## config.mk

```make
export PLATFORM = sky130hd
export DESIGN_NAME = lcd_frame_timer
export DESIGN_NICKNAME = d
export VERILOG_FILES = /design/src/rtl/lft_pkg.sv /design/src/rtl/lft_counters.sv /design/src/rtl/lft_sync_gen.sv /design/src/rtl/lft_pixel_mux.sv /design/src/rtl/lcd_frame_timer.sv
export SDC_FILE = /design/constraint.sdc
export NUM_CORES = 1
export LEC_CHECK = 0
export BUFFER_PORTS_ARGS = -buffer_cell sky130_fd_sc_hd__buf_2
export CAP_MARGIN = 25
export CORE_ASPECT_RATIO = 0.5
export CORE_MARGIN = 2
export CORE_UTILIZATION = 50
export DETAILED_ROUTE_END_ITERATION = 8
export GPL_TIMING_DRIVEN = 0
export PLACE_DENSITY = 0.84
export SLEW_MARGIN = 15
export SYNTH_ARGS = -nofsm -noshare
export SYNTH_HDL_FRONTEND = slang
export SYNTH_SLANG_ARGS = --single-unit
```

## constraint.sdc

```tcl
create_clock -name clk -period 4.55 [get_ports clk]
set_input_delay 0.455 -clock clk [delete_from_list [all_inputs] [get_ports clk]]
set_output_delay 0.455 -clock clk [all_outputs]
set_load 0.02 [all_outputs]
```

## src/rtl/lft_pkg.sv

```systemverilog
package lft_pkg;
  // index of each sync channel inside the sync generator
  localparam int SYNC_H = 0;
  localparam int SYNC_V = 1;
  localparam int NSYNC  = 2;

  typedef enum logic { ST_STOP = 1'b0, ST_RUN = 1'b1 } run_state_e;
endpackage

```

## src/rtl/lft_counters.sv

```systemverilog
module lft_counters #(
  parameter int HW = 12,
  parameter int FW = 24
) (
  input  logic          clk,
  input  logic          rst_n,
  input  logic          enable_i,
  input  logic [HW-1:0] hperiod_i,
  input  logic [FW-1:0] fperiod_i,
  output logic          running_o,
  output logic          frame_end_o,
  output logic [HW-1:0] hcnt_o,
  output logic [FW-1:0] fcnt_o
);
  import lft_pkg::*;

  localparam logic [HW-1:0] H_ONE = 1;
  localparam logic [FW-1:0] F_ONE = 1;

  run_state_e    state_q;
  logic [HW-1:0] hcnt_q;
  logic [FW-1:0] fcnt_q;
  logic          line_end;
  logic          frame_end;

  assign line_end  = (hcnt_q == hperiod_i - H_ONE);
  assign frame_end = (state_q == ST_RUN) && (fcnt_q == fperiod_i - F_ONE);

  always_ff @(posedge clk or negedge rst_n) begin
    if (!rst_n) begin
      state_q <= ST_STOP;
      hcnt_q  <= '0;
      fcnt_q  <= '0;
    end else if (state_q == ST_STOP) begin
      hcnt_q <= '0;
      fcnt_q <= '0;
      if (enable_i) state_q <= ST_RUN;
    end else if (frame_end) begin
      hcnt_q <= '0;
      fcnt_q <= '0;
      if (!enable_i) state_q <= ST_STOP;
    end else begin
      fcnt_q <= fcnt_q + F_ONE;
      hcnt_q <= line_end ? '0 : hcnt_q + H_ONE;
    end
  end

  assign running_o   = (state_q == ST_RUN);
  assign frame_end_o = frame_end;
  assign hcnt_o      = hcnt_q;
  assign fcnt_o      = fcnt_q;

  // the line count never reaches the horizontal total
  assert_hcnt_bound_R2: assert property (@(posedge clk) disable iff (!rst_n)
    (running_o && hperiod_i != '0) |-> (hcnt_q < hperiod_i));

  // leaving the run state happens only from the last frame count
  assert_stop_at_frame_end_R10: assert property (@(posedge clk) disable iff (!rst_n)
    $fell(running_o) |-> $past(frame_end_o));

  // after the last frame count both counters restart together
  assert_frame_wrap_R3: assert property (@(posedge clk) disable iff (!rst_n)
    frame_end_o |=> (fcnt_q == '0 && hcnt_q == '0));
endmodule

```

## src/rtl/lft_sync_gen.sv

```systemverilog
module lft_sync_gen #(
  parameter int HW = 12,
  parameter int FW = 24
) (
  input  logic          clk,
  input  logic          rst_n,
  input  logic          running_i,
  input  logic [HW-1:0] hcnt_i,
  input  logic [FW-1:0] fcnt_i,
  input  logic [HW-1:0] hpulse_i,
  input  logic [FW-1:0] vlen_i,
  input  logic [HW-1:0] hstart_i,
  input  logic [HW-1:0] hend_i,
  input  logic [FW-1:0] vstart_i,
  input  logic [FW-1:0] vend_i,
  input  logic [HW-1:0] skew_i,
  input  logic          hsync_low_i,
  input  logic          vsync_low_i,
  output logic          window_o,
  output logic          hsync_o,
  output logic          vsync_o
);
  import lft_pkg::*;

  function automatic logic h_inside(logic [HW-1:0] c, logic [HW-1:0] lo, logic [HW-1:0] hi);
    return (c >= lo) && (c <= hi);
  endfunction

  function automatic logic f_inside(logic [FW-1:0] c, logic [FW-1:0] lo, logic [FW-1:0] hi);
    return (c >= lo) && (c <= hi);
  endfunction

  // pulse that begins at 'first' and lasts 'len' counts, written so it cannot overflow
  function automatic logic f_pulse(logic [FW-1:0] c, logic [FW-1:0] first, logic [FW-1:0] len);
    return (c >= first) && ((c - first) < len);
  endfunction

  logic [NSYNC-1:0] raw_act;
  logic [NSYNC-1:0] low_lvl;
  logic [NSYNC-1:0] sync_out;
  logic [FW-1:0]    skew_f;
  logic [FW-1:0]    hpulse_f;

  assign skew_f   = FW'(skew_i);
  assign hpulse_f = FW'(hpulse_i);

  assign raw_act[SYNC_H] = running_i && f_pulse(FW'(hcnt_i), '0, hpulse_f);
  assign raw_act[SYNC_V] = running_i && f_pulse(fcnt_i, skew_f, vlen_i);
  assign low_lvl[SYNC_H] = hsync_low_i;
  assign low_lvl[SYNC_V] = vsync_low_i;

  assign window_o = running_i && h_inside(hcnt_i, hstart_i, hend_i)
                              && f_inside(fcnt_i, vstart_i, vend_i);

  for (genvar g = 0; g < NSYNC; g++) begin : g_sync
    logic act_q;
    always_ff @(posedge clk or negedge rst_n) begin
      if (!rst_n) act_q <= 1'b0;
      else        act_q <= raw_act[g];
    end
    assign sync_out[g] = act_q ^ low_lvl[g];
  end

  assign hsync_o = sync_out[SYNC_H];
  assign vsync_o = sync_out[SYNC_V];
endmodule

```

## src/rtl/lft_pixel_mux.sv

```systemverilog
module lft_pixel_mux #(
  parameter int PW = 24
) (
  input  logic          clk,
  input  logic          rst_n,
  input  logic          window_i,
  input  logic [PW-1:0] pix_i,
  input  logic          uflow_i,
  input  logic          uflow_recover_i,
  input  logic [PW-1:0] uflow_color_i,
  input  logic [PW-1:0] border_i,
  output logic          de_o,
  output logic [PW-1:0] pix_o
);
  logic [PW-1:0] active_pix;
  logic [PW-1:0] next_pix;

  assign active_pix = (uflow_i && uflow_recover_i) ? uflow_color_i : pix_i;
  assign next_pix   = window_i ? active_pix : border_i;

  always_ff @(posedge clk or negedge rst_n) begin
    if (!rst_n) begin
      de_o  <= 1'b0;
      pix_o <= '0;
    end else begin
      de_o  <= window_i;
      pix_o <= next_pix;
    end
  end

  // a recovered underflow always shows the replacement colour
  assert_uflow_color_R8: assert property (@(posedge clk) disable iff (!rst_n)
    (window_i && uflow_i && uflow_recover_i) |=> (de_o && pix_o == $past(uflow_color_i)));
endmodule

```

## src/rtl/lcd_frame_timer.sv

```systemverilog
module lcd_frame_timer #(
  parameter int HW = 12,
  parameter int FW = 24,
  parameter int PW = 24
) (
  input  logic          clk,
  input  logic          rst_n,
  input  logic          enable_i,
  input  logic [HW-1:0] hperiod_i,
  input  logic [HW-1:0] hpulse_i,
  input  logic [FW-1:0] fperiod_i,
  input  logic [FW-1:0] vlen_i,
  input  logic [HW-1:0] hstart_i,
  input  logic [HW-1:0] hend_i,
  input  logic [FW-1:0] vstart_i,
  input  logic [FW-1:0] vend_i,
  input  logic [HW-1:0] skew_i,
  input  logic          hsync_low_i,
  input  logic          vsync_low_i,
  input  logic [PW-1:0] border_i,
  input  logic          uflow_recover_i,
  input  logic [PW-1:0] uflow_color_i,
  input  logic [PW-1:0] pix_i,
  input  logic          uflow_i,
  output logic          hsync_o,
  output logic          vsync_o,
  output logic          de_o,
  output logic          pix_req_o,
  output logic [PW-1:0] pix_o
);
  logic          running;
  logic          frame_end;
  logic [HW-1:0] hcnt;
  logic [FW-1:0] fcnt;
  logic          window;

  lft_counters #(.HW(HW), .FW(FW)) u_counters (
    .clk(clk), .rst_n(rst_n), .enable_i(enable_i),
    .hperiod_i(hperiod_i), .fperiod_i(fperiod_i),
    .running_o(running), .frame_end_o(frame_end),
    .hcnt_o(hcnt), .fcnt_o(fcnt)
  );

  lft_sync_gen #(.HW(HW), .FW(FW)) u_sync (
    .clk(clk), .rst_n(rst_n), .running_i(running),
    .hcnt_i(hcnt), .fcnt_i(fcnt),
    .hpulse_i(hpulse_i), .vlen_i(vlen_i),
    .hstart_i(hstart_i), .hend_i(hend_i),
    .vstart_i(vstart_i), .vend_i(vend_i),
    .skew_i(skew_i),
    .hsync_low_i(hsync_low_i), .vsync_low_i(vsync_low_i),
    .window_o(window), .hsync_o(hsync_o), .vsync_o(vsync_o)
  );

  lft_pixel_mux #(.PW(PW)) u_pix (
    .clk(clk), .rst_n(rst_n), .window_i(window),
    .pix_i(pix_i), .uflow_i(uflow_i),
    .uflow_recover_i(uflow_recover_i), .uflow_color_i(uflow_color_i),
    .border_i(border_i), .de_o(de_o), .pix_o(pix_o)
  );

  assign pix_req_o = window;

  // a pixel request is followed by data-enable on the next clock
  assert_req_leads_de_R5: assert property (@(posedge clk) disable iff (!rst_n)
    pix_req_o |=> de_o);

  // without a request there is no data-enable on the next clock
  assert_no_de_without_req_R5: assert property (@(posedge clk) disable iff (!rst_n)
    !pix_req_o |=> !de_o);

  // while stopped, hsync settles at its inactive level
  assert_hsync_idle_R6: assert property (@(posedge clk) disable iff (!rst_n)
    !running |=> (hsync_o == hsync_low_i));

  // outside the active window the border colour is shown
  assert_border_outside_R7: assert property (@(posedge clk) disable iff (!rst_n)
    !window |=> (!de_o && pix_o == $past(border_i)));
endmodule

```

Yosys cells after proc, flatten, opt, wreduce, memory -nomap -nowiden. Cells that the tools add are included.

Bits in registers: 64. Latch bits: 0. RAM bits: 0. ROM bits: 0. Input port bits: 235. Word-level logic and storage cells: 42. Memories kept: 0.

$add $sub $neg: 5. Multiply operators: 0. Divide/modulo/power cells: 0. Magnitude comparators: 7. Eq/ne operators: 2. Shift-type cells: 0. Mux-type cells: 10. Bitwise operators: 2. Reduce and logical (&&, ||, !) cells: 9.

Operators with widths (count): 24-bit two-way mux (4); 12-bit two-way mux (3); 24-bit by 1-bit adder with 24-bit output, second input constant (1); 24-bit == test (1); 24-bit by 12-bit >= comparator with 1-bit output (1); 24-bit >= comparator (1); 24-bit <= comparator (1); 24-bit less-than comparator (1); 24-bit by 1-bit subtractor with 24-bit output, second input constant (1); 24-bit by 12-bit subtractor with 24-bit output (1); 12-bit by 1-bit adder with 12-bit output, second input constant (1); 12-bit == test (1); 12-bit >= comparator (1); 12-bit <= comparator (1); 12-bit less-than comparator (1); 12-bit by 1-bit subtractor with 12-bit output, second input constant (1); 1-bit logical AND (9); 1-bit two-way mux (3); 1-bit XOR (2).

Depth between registers and ports, before layout.
Word-level depth: 5. Gate-level depth with buffers: 19. Depth with buffers taken out: 19.

Hierarchy. From an unflattened synthesis, not the netlist that was laid out.

Cells, all modules: 954. Area, all modules: 7896.3 um2.

Modules (own cells, without submodules): lft_sync_gen (times used 1, cells each 479, area each 3475.8 um2); lft_counters (times used 1, cells each 339, area each 2929.1 um2); lft_pixel_mux (times used 1, cells each 136, area each 1491.4 um2).

Worst setup path before layout. No wires, ideal clock.

Path type: input port to flip-flop. From: in skew_i[5]. To: reg u_sync.g_sync[1].act_q. Library setup time: 94 ps. Arrival: 3400 ps. Data required time: 4456 ps. Setup slack: 1056 ps. Stages: 18. Buffers on the path: 0. Path through: inv_1 -> ha_1 -> a21o_1 -> a21o_1 -> a21o_1 -> nor3_1 -> a21oi_1 -> o21ai_0 -> nand2b_1 -> xnor2_1 -> ha_1 -> a21o_1 -> a21o_1 -> a21oi_1 -> o21ai_0 -> nand3_1 -> nand4b_1 -> a211oi_1.

Longest elaborated chain between the ends: 4. Elaborated cells between the ends (all ways): 5. Those cells by class: add/sub: 1; order compare: 2; reduce/logical: 2.

Ends and longest elaborated chain: start, declared (RTL line lcd_frame_timer.sv:17) `input logic [HW-1:0] skew_i,`; 24-bit by 12-bit subtractor with 24-bit output (RTL line lft_sync_gen.sv:35) `return (c >= first) && ((c - first) < len);`; 24-bit less-than comparator (RTL line lft_sync_gen.sv:35); 1-bit logical AND * (RTL line lft_sync_gen.sv:35); 1-bit logical AND * (RTL line lft_sync_gen.sv:48) `assign raw_act[SYNC_V] = running_i && f_pulse(fcnt_i, skew_f, vlen_i);`; via u_sync.raw_act[1] (RTL line lft_sync_gen.sv:38) `logic [NSYNC-1:0] raw_act;`; end signal, assigned (RTL line lft_sync_gen.sv:59) `else act_q <= raw_act[g];`; end, declared (RTL line lft_sync_gen.sv:56) `logic act_q;`.

The timed path passes the listed nets; every way through them passes the cells marked *.

Worst setup path after layout.
From: reg u_counters.fcnt_q[5], in the netlist u_counters.fcnt_o[5]. To: reg u_sync.g_sync[1].act_q.

Longest elaborated chain between the ends: 4. Elaborated cells between the ends (all ways): 5. Those cells by class: add/sub: 1; order compare: 2; reduce/logical: 2.

Ends and longest elaborated chain: start, declared (RTL line lft_counters.sv:22) `logic [FW-1:0] fcnt_q;`; start signal, assigned (RTL line lft_counters.sv:43) `fcnt_q <= fcnt_q + F_ONE;`; 24-bit by 12-bit subtractor with 24-bit output (RTL line lft_sync_gen.sv:35); 24-bit less-than comparator (RTL line lft_sync_gen.sv:35); 1-bit logical AND * (RTL line lft_sync_gen.sv:35); 1-bit logical AND * (RTL line lft_sync_gen.sv:48); via u_sync.raw_act[1] (RTL line lft_sync_gen.sv:38).

Marks and branches as above.

==> results.json <==
{
  "worst_pin_slew_ns": 0.992,
  "routedWlPerCell_um": 16.2,
  "drc": 0,
  "n_antenna_cell": 0,
  "synth_top_area_cell": "dfrtp_1",
  "post_cts_buffers": 0,
  "vias": 7746,
  "initial_core_util_pct": 52.1,
  "clk_pin_slew_ns": 0.06,
  "setup_viol": 0,
  "route.final.wire_length_um": 22800,
  "startpoint_type": "register",
  "drtAntennaViolNets": 0,
  "setup_ws_ns": 0.417,
  "drv_cap": 0,
  "clk_latency_ns": 0.33,
  "syn_to_final_growth_pct": 24.3,
  "final_layout_size_suffix_gt1_share_pct": 28.3,
  "min_period_ns": 4.13,
  "synth_seq_area_share_pct": 20.8,
  "ys_top_cells_by_area": "dfrtp_1 (21%), ha_1 (20%), xnor2_1 (8.3%)",
  "ys_ff_latch": 64,
  "yosysWarnings": 0,
  "grtUsageMet2_pct": 49.6,
  "fmax_ghz": 0.242,
  "gp_congestion": 0.984,
  "yosysMostFrequentCell": "inv_1",
  "cp_max_fo": 8,
  "grt_pass1_wl_um": 36200,
  "postCtsHoldBufs": 0,
  "fin_skew_ns": 0.0106,
  "status": "completed",
  "grt.busiest_layer": "met2",
  "core_area_um2": 14700,
  "ctsLongestPathBuffers": 2,
  "required_ns": 4.77,
  "async_flop_share_pct": 100,
  "gr-usage-met1_pct": 33.9,
  "path_cells": "ha_1, a21o_1, a21o_1, a21o_1, nor3_1, a21oi_1, o21ai_0, nand2b_1, xnor2_1, ha_1, a21o_1, a21o_1, a21oi_1, o21ai_0, nand3_1, nand4b_1, a211oi_1",
  "hpwlAfterDp_um": 19000,
  "netlist_instances": 929,
  "clock-sinks": 64,
  "cts_resized": 0,
  "ys_top_cells_by_count": "inv_1 (135), ha_1 (122), xnor2_1 (73), nor2_1 (65), dfrtp_1 (64)",
  "cts_buffers": 9,
  "crit_type": "reg -> reg",
  "leakage_nw": 5.12,
  "placed_cells": 1388,
  "slew_headroom_pct": 33.4,
  "rows": 31,
  "syn_nets": 1287,
  "critical_path_arrival_ns": 4.35,
  "post-place-ws_ns": 0.471,
  "ys_dominant_reg_cell": "dfrtp_1",
  "antenna_found_initial": 2,
  "dieArea_um2": 16400,
  "htree_levels": 3,
  "rsz0062_at_grt": "false",
  "peakVddDrop_uv": 214,
  "pwr_density_cell_nw_per_um2": 304,
  "ys_types": 67,
  "finalNetCount": 1559,
  "track_usage_pct": 27.5,
  "synth_top_area_share_pct": 20.8,
  "dr.pass1.iters": 5,
  "vias_per_cell": 5.52,
  "die_h_um": 91.7,
  "first_global_vias": 7843,
  "die_x_um": 179,
  "instances_no_fill": 1403,
  "fillCellCount": 1264,
  "cts_tree": "built",
  "grt_use_met3_pct": 4.35,
  "final.setup.tns_ns": 0,
  "cts.root.buffer_cell": "clkbuf_16",
  "fin_util_pct": 64.8,
  "avgSynthCellArea_um2": 8.27,
  "maxSlewViolCount": 0,
  "min_path_type": "in -> async",
  "io_pins": 263,
  "period_share_pct": 90.8,
  "crit_path_frequent_cell": "a21o_1",
  "grt_overflow_total": 0,
  "synth_edf_count": 0,
  "grt_max_degree": 49,
  "syn_area_um2": 7690,
  "portBuffers": 260,
  "final_hold_viol_count": 0,
  "finalPower_mw": 2.90,
  "critPathCaptureType": "register",
  "slowest_delay_ns": 0.60,
  "drtIter0Drc": 592,
  "cpMaxStageDelayCell": "o21ai_0"
}
-- final cells by class --
class	count	area (um2)	area share (%)
Inverter	135	507	5.30
Timing Repair Buffer	261	1330	13.9
Sequential cell	64	1600	16.8
Tap cell	198	248	2.59
Buffer	24	114	1.19
Multi-Input combinational cell	706	5460	57.2
Clock inverter	4	45.0	0.472
Clock buffer	11	243	2.54
-- critical path: cells and delay by family (launching register included) --
kind	cells	cell delay (ns)
flops	1	0.50
fa+ha+maj	2	0.71
simple gates	4	0.49
compound gates	10	2.15
xor+xnor	1	0.16
-- state kept, by name (all words and copies together), names as in the netlist --
| register | flops |
|---|---|
| u_sync.g_sync.act_q | 2 |
| u_pix.de_o | 1 |
| u_pix.pix_o | 24 |
| u_counters.hcnt_o | 12 |
| u_counters.fcnt_o | 24 |
| u_counters.running_o | 1 |
-- kinds of logic (layout without fill, tap and decap cells) --
logic type / Yosys count / in the layout / synth area share (%)
simple gates: 286 / 286 / 19.5
buf+inv: 159 / 435 / 8.07
compound gates: 139 / 139 / 11.8
fa+ha+maj: 123 / 123 / 20.1
xor+xnor: 106 / 106 / 12.1
flops: 64 / 64 / 20.8
mux: 52 / 52 / 7.57
-- per-stage QoR --
stage,hold WS (ns),area [um2]
3_5_place_dp,0.356,9270
2_1_floorplan,0.159,7690
5_1_grt,0.0110,9550
3_3_place_gp,0.527,9240
4_1_cts,0.00160,9550
6_report,0.000813,9550
-- per-layer routing --
metal	part of all wire [%]	up-vias	wire length (um)
met5	0.048	-	11
met4	2.0	2	465
met3	5.6	51	1270
met2	49	271	11200
met1	43	3663	9770
li1	-	3759	-
-- final timing paths --
kind | cells past startpoint | endpoint | start | slack [ns]
hold / removal | 1 | u_counters.fcnt_o[4] | rst_n | 0.0008
hold reg to reg | 1 | u_counters.fcnt_o[0] | u_counters.fcnt_o[0] | 0.54
min in group clk | 2 | u_counters.running_o | enable_i | 0.32
setup / recovery | 17 | u_sync.g_sync[1].act_q | u_counters.fcnt_o[5] | 0.42
setup reg to reg | 17 | u_sync.g_sync[1].act_q | u_counters.fcnt_o[5] | 0.42
max in group asynchronous | 2 | u_counters.hcnt_o[7] | rst_n | 4.02
-- power breakdown --
group	internal, mW	total [mW]	leakage (nW)	switching, mW
Clock	0.433	0.675	0.145	0.243
Sequential	0.652	0.854	0.794	0.202
Combinational	0.663	1.37	4.19	0.711
Total	1.75	2.90	5.12	1.15
-- cells in the final DEF (no fill, tap or decap), types with 4 or more instances in the layout --
master / count
clkbuf_16: 9
o21a_1: 5
nand3_1: 23
nor2b_1: 8
nor2_1: 65
a211oi_1: 8
clkbuf_1: 15
o21ai_0: 28
and3_1: 10
o21bai_1: 4
nor3_1: 38
nand2_1: 55
inv_1: 135
a31oi_1: 5
a21oi_1: 40
dfrtp_1: 64
a21o_1: 20
ha_1: 122
xor2_1: 33
or3_1: 8
a2111oi_0: 4
nand4_1: 28
buf_2: 263
mux2_2: 49
xnor2_1: 73
nor4_1: 12
nand2b_1: 15
No activity file was read; power rests on OpenSTA's default activity.
